[config.mk]
export PLATFORM = sky130hd
export DESIGN_NAME = cnt16_bytebus
export DESIGN_NICKNAME = d
export VERILOG_FILES = /design/src/rtl/cnt16_pkg.sv /design/src/rtl/cnt16_tick.sv /design/src/rtl/cnt16_core.sv /design/src/rtl/cnt16_busport.sv /design/src/rtl/cnt16_bytebus.sv
export SDC_FILE = /design/constraint.sdc
export NUM_CORES = 1
export LEC_CHECK = 0
export BUFFER_PORTS_ARGS = -buffer_cell sky130_fd_sc_hd__buf_2
export CAP_MARGIN = 5
export CORE_MARGIN = 2
export CORE_UTILIZATION = 57
export CTS_CLUSTER_SIZE = 14
export DETAILED_ROUTE_END_ITERATION = 10
export HOLD_SLACK_MARGIN = 0.12
export PLACE_DENSITY = 0.86
export SLEW_MARGIN = 15
export SYNTH_ARGS = -nofsm -noshare
export SYNTH_HDL_FRONTEND = slang
export SYNTH_SLANG_ARGS = --single-unit
[constraint.sdc]
create_clock -name clk -period 2.28 [get_ports clk]
set_input_delay 0.342 -clock clk [delete_from_list [all_inputs] [get_ports clk]]
set_output_delay 0.342 -clock clk [all_outputs]
set_load 0.01 [all_outputs]
[src/rtl/cnt16_pkg.sv]
package cnt16_pkg;

  typedef enum logic [2:0] {
    CS_OFF      = 3'd0,
    CS_SYS      = 3'd1,
    CS_DIV8     = 3'd2,
    CS_DIV64    = 3'd3,
    CS_DIV256   = 3'd4,
    CS_DIV1024  = 3'd5,
    CS_EXT_FALL = 3'd6,
    CS_EXT_RISE = 3'd7
  } clk_src_e;

  localparam int unsigned NUM_DIVS = 4;
  // log2 of each prescaler ratio, in clock-select order 2..5
  localparam int unsigned DIV_LOG2 [NUM_DIVS] = '{3, 6, 8, 10};

  localparam int unsigned ADDR_LOW  = 0;
  localparam int unsigned ADDR_HIGH = 1;
  localparam int unsigned ADDR_FLAG = 2;

endpackage

[src/rtl/cnt16_tick.sv]
module cnt16_tick
  import cnt16_pkg::*;
#(
  parameter int unsigned PRE_W       = 10,
  parameter int unsigned SYNC_STAGES = 2
) (
  input  logic       clk,
  input  logic       rst,
  input  logic [2:0] clk_sel,
  input  logic       ext_pin,
  output logic       tick
);

  logic [PRE_W-1:0]       pre_q;
  logic [SYNC_STAGES-1:0] sync_q;
  logic                   last_q;
  logic [NUM_DIVS-1:0]    div_hit;
  logic                   synced, pin_rise, pin_fall;

  always_ff @(posedge clk) begin
    if (rst) pre_q <= '0;
    else     pre_q <= pre_q + 1'b1;
  end

  always_ff @(posedge clk) begin
    if (rst) begin
      sync_q <= '0;
      last_q <= 1'b0;
    end else begin
      sync_q <= {sync_q[SYNC_STAGES-2:0], ext_pin};
      last_q <= sync_q[SYNC_STAGES-1];
    end
  end

  assign synced   = sync_q[SYNC_STAGES-1];
  assign pin_rise = synced & ~last_q;
  assign pin_fall = ~synced & last_q;

  for (genvar g = 0; g < NUM_DIVS; g++) begin : g_div
    assign div_hit[g] = &pre_q[DIV_LOG2[g]-1:0];
  end

  always_comb begin
    unique case (clk_src_e'(clk_sel))
      CS_OFF:      tick = 1'b0;
      CS_SYS:      tick = 1'b1;
      CS_DIV8:     tick = div_hit[0];
      CS_DIV64:    tick = div_hit[1];
      CS_DIV256:   tick = div_hit[2];
      CS_DIV1024:  tick = div_hit[3];
      CS_EXT_FALL: tick = pin_fall;
      CS_EXT_RISE: tick = pin_rise;
      default:     tick = 1'b0;
    endcase
  end

endmodule

[src/rtl/cnt16_core.sv]
module cnt16_core #(
  parameter int unsigned CNT_W = 16
) (
  input  logic             clk,
  input  logic             rst,
  input  logic             tick,
  input  logic             clear,
  input  logic             down,
  input  logic             load,
  input  logic [CNT_W-1:0] load_val,
  output logic [CNT_W-1:0] count,
  output logic             wrap_up
);

  logic [CNT_W-1:0] cnt_q;

  always_ff @(posedge clk) begin
    if (rst)        cnt_q <= '0;
    else if (load)  cnt_q <= load_val;
    else if (tick) begin
      if (clear)     cnt_q <= '0;
      else if (down) cnt_q <= cnt_q - 1'b1;
      else           cnt_q <= cnt_q + 1'b1;
    end
  end

  assign count   = cnt_q;
  assign wrap_up = tick & ~clear & ~down & ~load & (&cnt_q);

endmodule

[src/rtl/cnt16_busport.sv]
module cnt16_busport
  import cnt16_pkg::*;
#(
  parameter int unsigned BYTE_W = 8,
  parameter int unsigned ADDR_W = 2,
  localparam int unsigned CNT_W = 2 * BYTE_W
) (
  input  logic              clk,
  input  logic              rst,
  input  logic [ADDR_W-1:0] bus_addr,
  input  logic              bus_rd,
  input  logic              bus_wr,
  input  logic [BYTE_W-1:0] bus_wdata,
  input  logic [CNT_W-1:0]  count,
  input  logic              wrap_up,
  output logic              load,
  output logic [CNT_W-1:0]  load_val,
  output logic [BYTE_W-1:0] temp,
  output logic [BYTE_W-1:0] bus_rdata,
  output logic              ovf_flag
);

  logic [BYTE_W-1:0] temp_q, rdata_q;
  logic              ovf_q;
  logic              hit_lo, hit_hi, hit_flag;

  assign hit_lo   = (bus_addr == ADDR_W'(ADDR_LOW));
  assign hit_hi   = (bus_addr == ADDR_W'(ADDR_HIGH));
  assign hit_flag = (bus_addr == ADDR_W'(ADDR_FLAG));

  assign load     = bus_wr & hit_lo;
  assign load_val = {temp_q, bus_wdata};

  always_ff @(posedge clk) begin
    if (rst)                    temp_q <= '0;
    else if (bus_wr && hit_hi)  temp_q <= bus_wdata;
    else if (bus_rd && hit_lo)  temp_q <= count[CNT_W-1:BYTE_W];
  end

  always_ff @(posedge clk) begin
    if (rst) rdata_q <= '0;
    else if (bus_rd) begin
      if (hit_lo)        rdata_q <= count[BYTE_W-1:0];
      else if (hit_hi)   rdata_q <= temp_q;
      else if (hit_flag) rdata_q <= {{(BYTE_W-1){1'b0}}, ovf_q};
      else               rdata_q <= '0;
    end
  end

  always_ff @(posedge clk) begin
    if (rst)                                   ovf_q <= 1'b0;
    else if (wrap_up)                          ovf_q <= 1'b1;
    else if (bus_wr && hit_flag && bus_wdata[0]) ovf_q <= 1'b0;
  end

  assign temp      = temp_q;
  assign bus_rdata = rdata_q;
  assign ovf_flag  = ovf_q;

endmodule

[src/rtl/cnt16_bytebus.sv]
module cnt16_bytebus #(
  parameter int unsigned BYTE_W      = 8,
  parameter int unsigned ADDR_W      = 2,
  parameter int unsigned PRE_W       = 10,
  parameter int unsigned SYNC_STAGES = 2,
  localparam int unsigned CNT_W      = 2 * BYTE_W
) (
  input  logic              clk,
  input  logic              rst,
  input  logic [ADDR_W-1:0] bus_addr,
  input  logic              bus_rd,
  input  logic              bus_wr,
  input  logic [BYTE_W-1:0] bus_wdata,
  output logic [BYTE_W-1:0] bus_rdata,
  input  logic [2:0]        clk_sel,
  input  logic              ext_pin,
  input  logic              cnt_clear,
  input  logic              cnt_down,
  input  logic [CNT_W-1:0]  top_val,
  output logic              at_top,
  output logic              at_bottom,
  output logic              ovf_flag
);

  logic             tick_w, load_w, wrap_w;
  logic [CNT_W-1:0] count_w, load_val_w;
  logic [BYTE_W-1:0] temp_w;

  cnt16_tick #(.PRE_W(PRE_W), .SYNC_STAGES(SYNC_STAGES)) u_tick (
    .clk     (clk),
    .rst     (rst),
    .clk_sel (clk_sel),
    .ext_pin (ext_pin),
    .tick    (tick_w)
  );

  cnt16_core #(.CNT_W(CNT_W)) u_core (
    .clk      (clk),
    .rst      (rst),
    .tick     (tick_w),
    .clear    (cnt_clear),
    .down     (cnt_down),
    .load     (load_w),
    .load_val (load_val_w),
    .count    (count_w),
    .wrap_up  (wrap_w)
  );

  cnt16_busport #(.BYTE_W(BYTE_W), .ADDR_W(ADDR_W)) u_bus (
    .clk       (clk),
    .rst       (rst),
    .bus_addr  (bus_addr),
    .bus_rd    (bus_rd),
    .bus_wr    (bus_wr),
    .bus_wdata (bus_wdata),
    .count     (count_w),
    .wrap_up   (wrap_w),
    .load      (load_w),
    .load_val  (load_val_w),
    .temp      (temp_w),
    .bus_rdata (bus_rdata),
    .ovf_flag  (ovf_flag)
  );

  assign at_top    = (count_w == top_val);
  assign at_bottom = (count_w == '0);

endmodule

=== Word level (Yosys, flattened, before mapping) ===
Index checks and enable logic that the tools add are counted.

* Reductions and logical operators: 15
* Bitwise gates (word level): 12
* Equal/unequal tests: 10
* Multiplexer cells: 12
* Add/sub/neg operators: 3

{| class="wikitable"
|+ Operator list
! kind !! count
|-
| two-way mux 16 bit || 4
|-
| two-way mux 8 bit || 4
|-
| adder 16 x 1 -> 16 bit (second input constant) || 1
|-
| equality test 16 bit || 1
|-
| zero test 16 bit || 1
|-
| AND reduction 16 bit || 1
|-
| subtractor 16 x 1 -> 16 bit (second input constant) || 1
|-
| equality test 3 bit (second input constant) || 4
|-
| adder 10 x 1 -> 10 bit (second input constant) || 1
|-
| AND reduction 10 bit || 1
|-
| case mux 1 bit (8 select lines) || 1
|-
| AND reduction 8 bit || 1
|-
| bitwise AND 1 bit || 7
|-
| equality test 3 x 2 -> 1 bit (second input constant) || 2
|-
| AND reduction 6 bit || 1
|-
| nonzero test 2 bit || 3
|-
| inverter 1 bit || 5
|-
| logical AND 1 bit || 4
|-
| equality test 3 x 1 -> 1 bit (second input constant) || 1
|-
| zero test 3 bit || 1
|-
| two-way mux 1 bit || 3
|-
| AND reduction 3 bit || 1
|-
| equality test 2 x 1 -> 1 bit (second input constant) || 1
|-
| equality test 2 bit (second input constant) || 1
|-
| zero test 2 bit || 1
|}

* Output and inout port bits: 11
* Flip-flop bits (word level): 46

=== Longest topological paths before layout ===
* Depth after elaboration: 8
* Gate-level depth with buffers: 9
* Mapped depth without buffers: 7

=== By module ===
A second synthesis with hierarchy kept.

* Cell total of the unflattened synthesis: 413
* Area total of the unflattened synthesis: 3364.5 sq um

{| class="wikitable"
|+ By module, submodules not included
! module !! cells each !! times used !! area each (sq um) !! seq. area each (sq um)
|-
| cnt16_core || 203 || 1 || 1575.3 || 320.3
|-
| cnt16_busport || 124 || 1 || 1027.2 || 340.3
|-
| cnt16_tick || 60 || 1 || 550.5 || 260.2
|-
| cnt16_bytebus || 26 || 1 || 211.5 || 0.0
|}

=== Least setup slack after synthesis ===
OpenSTA, ideal clock, no wires.

* Path kind: register to register
* From: register u_core.cnt_q[1] (netlist: u_core.count[1])
* To: register u_core.cnt_q[15] (netlist: u_core.count[15])
* Slack: 334 ps
* Stages on the path, launching flop included: 8
* Data arrival time: 1854 ps
* Path buffers: 0
* Clock period less this slack: 1946 ps
* Path through: dfxtp_1 > ha_1 > a21o_1 > and4_1 > o21a_1 > or2_1 > o221a_2 > o32ai_1

* Word-level cells in the longest chain between the ends: 5
* Elaborated cells on any way between the ends: 6
* Those cells by class: add/sub (2); mux (4)

{| class="wikitable"
|+ Ends and longest elaborated chain
! element !! line !! RTL
|-
| start, declared || cnt16_core.sv:15 || <nowiki>logic [CNT_W-1:0] cnt_q;</nowiki>
|-
| start signal, assigned || cnt16_core.sv:19 || <nowiki>else if (load) cnt_q <= load_val;</nowiki>
|-
| start signal, assigned || cnt16_core.sv:22 || <nowiki>else if (down) cnt_q <= cnt_q - 1'b1;</nowiki>
|-
| start signal, assigned || cnt16_core.sv:23 || <nowiki>else cnt_q <= cnt_q + 1'b1;</nowiki>
|-
| adder 16 x 1 -> 16 bit or subtractor 16 x 1 -> 16 bit (tied branches) || cnt16_core.sv:23, cnt16_core.sv:22 ||
|-
| two-way mux 16 bit * || cnt16_core.sv:22 ||
|-
| two-way mux 16 bit * || cnt16_core.sv:21 || <nowiki>if (clear) cnt_q <= '0;</nowiki>
|-
| two-way mux 16 bit * || cnt16_core.sv:20 || <nowiki>else if (tick) begin</nowiki>
|-
| two-way mux 16 bit * || cnt16_core.sv:19 ||
|}

Mark *: on every way between the ends. The rest lies on a longest branch, timed or not. The select of a mux whose other input is x is not followed.
A chain may end at the register's enable or synchronous reset.

=== Worst setup path after layout ===
* From: register u_core.cnt_q[0] (netlist: u_core.count[0])
* To: register u_core.cnt_q[12] (netlist: u_core.count[12])

The elaborated chain is that of the path after synthesis.

==> run_results.csv <==
group,metric,value,unit
logic_synthesis,ys_seq_area_share,30.5,%
timing,finalHoldViolCount,0,
critical_path,critPathLaunchType,"register",
critical_path,cpPeakStageDelay,0.45,ns
critical_path,path_class,"register to register",
pwr,switchingPower,0.580,mW
global_routing,grt_max_degree,27,
floorplanning,die_h,76.8,um
finish,fin_cells,494,
timing,skew,0.00678,ns
route,dr_total_vias,3031,
critical_path,cp-end-kind,"register",
pwr,seqPwrFrac,47.2,%
global_routing,use_met3,6.12,%
logic_synthesis,synthFlopType,"dfxtp_1",
clock_network,cts_resized,0,
placement,post-place-cells,486,
route,drtIter0Drc,339,
placement,dp_slack,-0.0516,ns
route,wl_per_cell,16.5,um
critical_path,r2r_start,"u_core.count[0]$_SDFFE_PP0P_",
logic_synthesis,synth_cell_type_count,52,
floorplanning,floorplan.initialDensity,59.1,%
route,via_per_inst,6.14,
global_routing,grt-ovfl-total,0,
logic_synthesis,yosysWarnings,0,
logic_synthesis,syn_area,0.00302,mm^2
global_routing,grt_pass1_vias,2904,
finish,antenna-diode-count,0,
critical_path,critPathLaunch,"u_core.count[0]$_SDFFE_PP0P_",
flow_run,maxCapViolCount,0,
timing,drv_slew,0,
min_path,whs_path_depth,2,
timing,hold_ws,0.250,ns
critical_path,crit_path_max_fanout,3,
placement,gp_congestion,0.930,
logic_synthesis,synthTopCellsByCount,"46 x dfxtp_1, 37 x nor2_1, 30 x nand2_1",
floorplanning,core_area,0.00511,mm^2
global_routing,globalRouteMet2Util,46.7,%
finish,nNetsFinal,476,
finish,drive_above_1_share,20.8,%
logic_synthesis,synth_top_area_cell,"dfxtp_1",
pwr,p_int,1.26,mW
clock_network,cts_tree,"done",
finish,fillCellCount,439,
timing,fmax,473,MHz
clock_network,clock_latency,0.31,ns
finish,fin_area,0.00350,mm^2
logic_synthesis,synthTopCellsByArea,"dfxtp_1 31%, xnor2_1 7.8%, ha_1 6.6%",
critical_path,reg2reg_depth,7,
status,run_status,"completed",
pwr,clkPwrFrac,29.0,%
global_routing,grt_pass1_wl,13.6,mm
clock_network,cts_sinks,46,
logic_synthesis,synth_enable_flop_cells,0,
pwr,power_density,526,mW/mm^2
timing,slew_headroom,69.9,%
clock_network,cts_setup_buffers,0,
placement,hpwl,6.09,mm
clock_network,path_clk_slew,0.09,ns
logic_synthesis,synthArstFlopShare,0,%
route,first_pass_iters,5,
timing,worst_pin_slew,0.452,ns
min_path,hold_path_class,"primary input to register",
clock_network,cts_hold_buf,0,
pwr,p_leak,1.47,nW
critical_path,crit_arrival,2.30,ns
clock_network,cts_buffers,5,
global_routing,grt.total_usage,28.5,%
critical_path,cp.required,2.46,ns
pwr,p_comb_share,23.8,%
timing,setup_viol,0,
logic_synthesis,ys_ff_latch,46,
placement,port_buffers,46,
clock_network,htreeDepth,2,
pwr,ir_worst_vdd,0.378,mV
timing,finalSetupTns,0,ns
logic_synthesis,syn_area_per_cell,8.20,um^2
global_routing,antenna_found_initial,0,
floorplanning,ios,47,
min_path,min_from,"ext_pin",
placement,place_area,0.00340,mm^2
route,routed_wl,8.17,mm
floorplanning,die-area,0.00589,mm^2
logic_synthesis,synth_top_cell_area_share,30.5,%
logic_synthesis,netlist_instances,368,
logic_synthesis,syn-num-nets,421,
critical_path,worstPathCellList,"fa_1 > a21oi_1 > o211ai_1 > a2111oi_1 > nor2_1 > xnor2_1 > o32ai_1",
finish,synthToLayoutAreaGrowth,15.9,%
clock_network,cts_buffer_depth,2,
global_routing,use_met1,35.9,%
timing,fin_crit,2.11,ns
global_routing,top_usage_layer,"met2",
timing,rsz0062_at_grt,"no",
timing,min_period_over_period,92.7,%
floorplanning,num_rows,26,
route,detail_route.drc_violations,0,
logic_synthesis,post-synth-top-count-cell,"dfxtp_1",
floorplanning,die_w,76.8,um
critical_path,reg2reg_slack,0.17,ns
timing,setup_ws,0.168,ns
critical_path,crit_path_top_delay_cell,"a2111oi_1",
route,antenna_left,0,
clock_network,cts-root-buf,"clkbuf_8",
pwr,switching_share,31.5,%
==> routing by layer <==
layer  vias to the layer above  wire [um]
li1                       1440          -
met5                         -          0
met3                        35        710
met4                         0        284
met2                       160       3790
met1                      1396       3380
==> cell type report <==
class,instances,area (um^2),area share [%]
clock buffer,5,68.8,1.97
clock inverter,3,25.0,0.716
inverter,6,22.5,0.644
multi-input combinational,300,2010,57.4
sequential,46,921,26.3
tap,70,87.6,2.50
timing repair buffer,64,365,10.4
==> through the flow <==
| stage | util, % | total power [mW] |
|---|---|---|
| 5_1_grt | 68.5 | 1.92 |
| 3_5_place_dp | 66.6 | 1.31 |
| 4_1_cts | 68.4 | 1.83 |
| 6_report | 68.5 | 1.84 |
| 3_3_place_gp | 66.6 | 1.30 |
| 2_1_floorplan | - | 1.17 |
==> cell usage in the layout (no fill, tap or decap), types with 7 or more instances in the layout <==
master,Yosys,final
xnor2_1,27,27
nand4_1,8,8
o21ai_0,8,8
mux2i_1,11,11
buf_4,0,18
and3_1,7,7
nor2_1,37,37
mux2_2,8,8
ha_1,16,16
nor2b_1,14,14
nor3_1,7,7
nand3_1,15,15
a21oi_1,28,28
a211oi_1,11,11
buf_2,1,46
a31oi_1,11,11
dfxtp_1,46,46
nand2_1,30,30
==> path summary, 6_finish.rpt <==
path                                   end
max          u_core.count[12]$_SDFFE_PP0P_
min            u_tick.sync_q[0]$_SDFF_PP0_
max reg2reg  u_core.count[12]$_SDFFE_PP0P_
min reg2reg     u_tick.pre_q[0]$_SDFF_PP0_
==> logic make-up after synthesis <==
group,count (synthesis),share of synthesized area [%]
AND/OR/NAND/NOR,146,24.5
multiplexers,19,6.64
XOR/XNOR,33,9.58
flip-flops,46,30.5
buffers and inverters,22,3.03
AO/OA/AOI/OAI,85,18.4
adder cells (fa/ha/maj),17,7.30
==> flip-flops by register name, indices dropped and copies added (netlist names) <==
signal	count
u_bus.bus_rdata	8
u_bus.ovf_flag	1
u_bus.temp	8
u_core.count	16
u_tick.last_q	1
u_tick.pre_q	10
u_tick.sync_q	2
==> power groups by stage <==
stage               sequential (mW)  clock [mW]  combinational (mW)
floorplan                     0.885           0               0.281
global placement              0.884           0               0.416
detailed placement            0.885           0               0.427
CTS                           0.866       0.538               0.430
global route                  0.871       0.569               0.483
finish                        0.867       0.532               0.438
==> critical path: cells and delay by family (launching register included) <==
kind,cells,cell delay [ns]
compound gates,4,0.95
fa+ha+maj,1,0.43
flops,1,0.35
xor+xnor,1,0.15
simple gates,1,0.11
(Power assumes the default switching activity.)
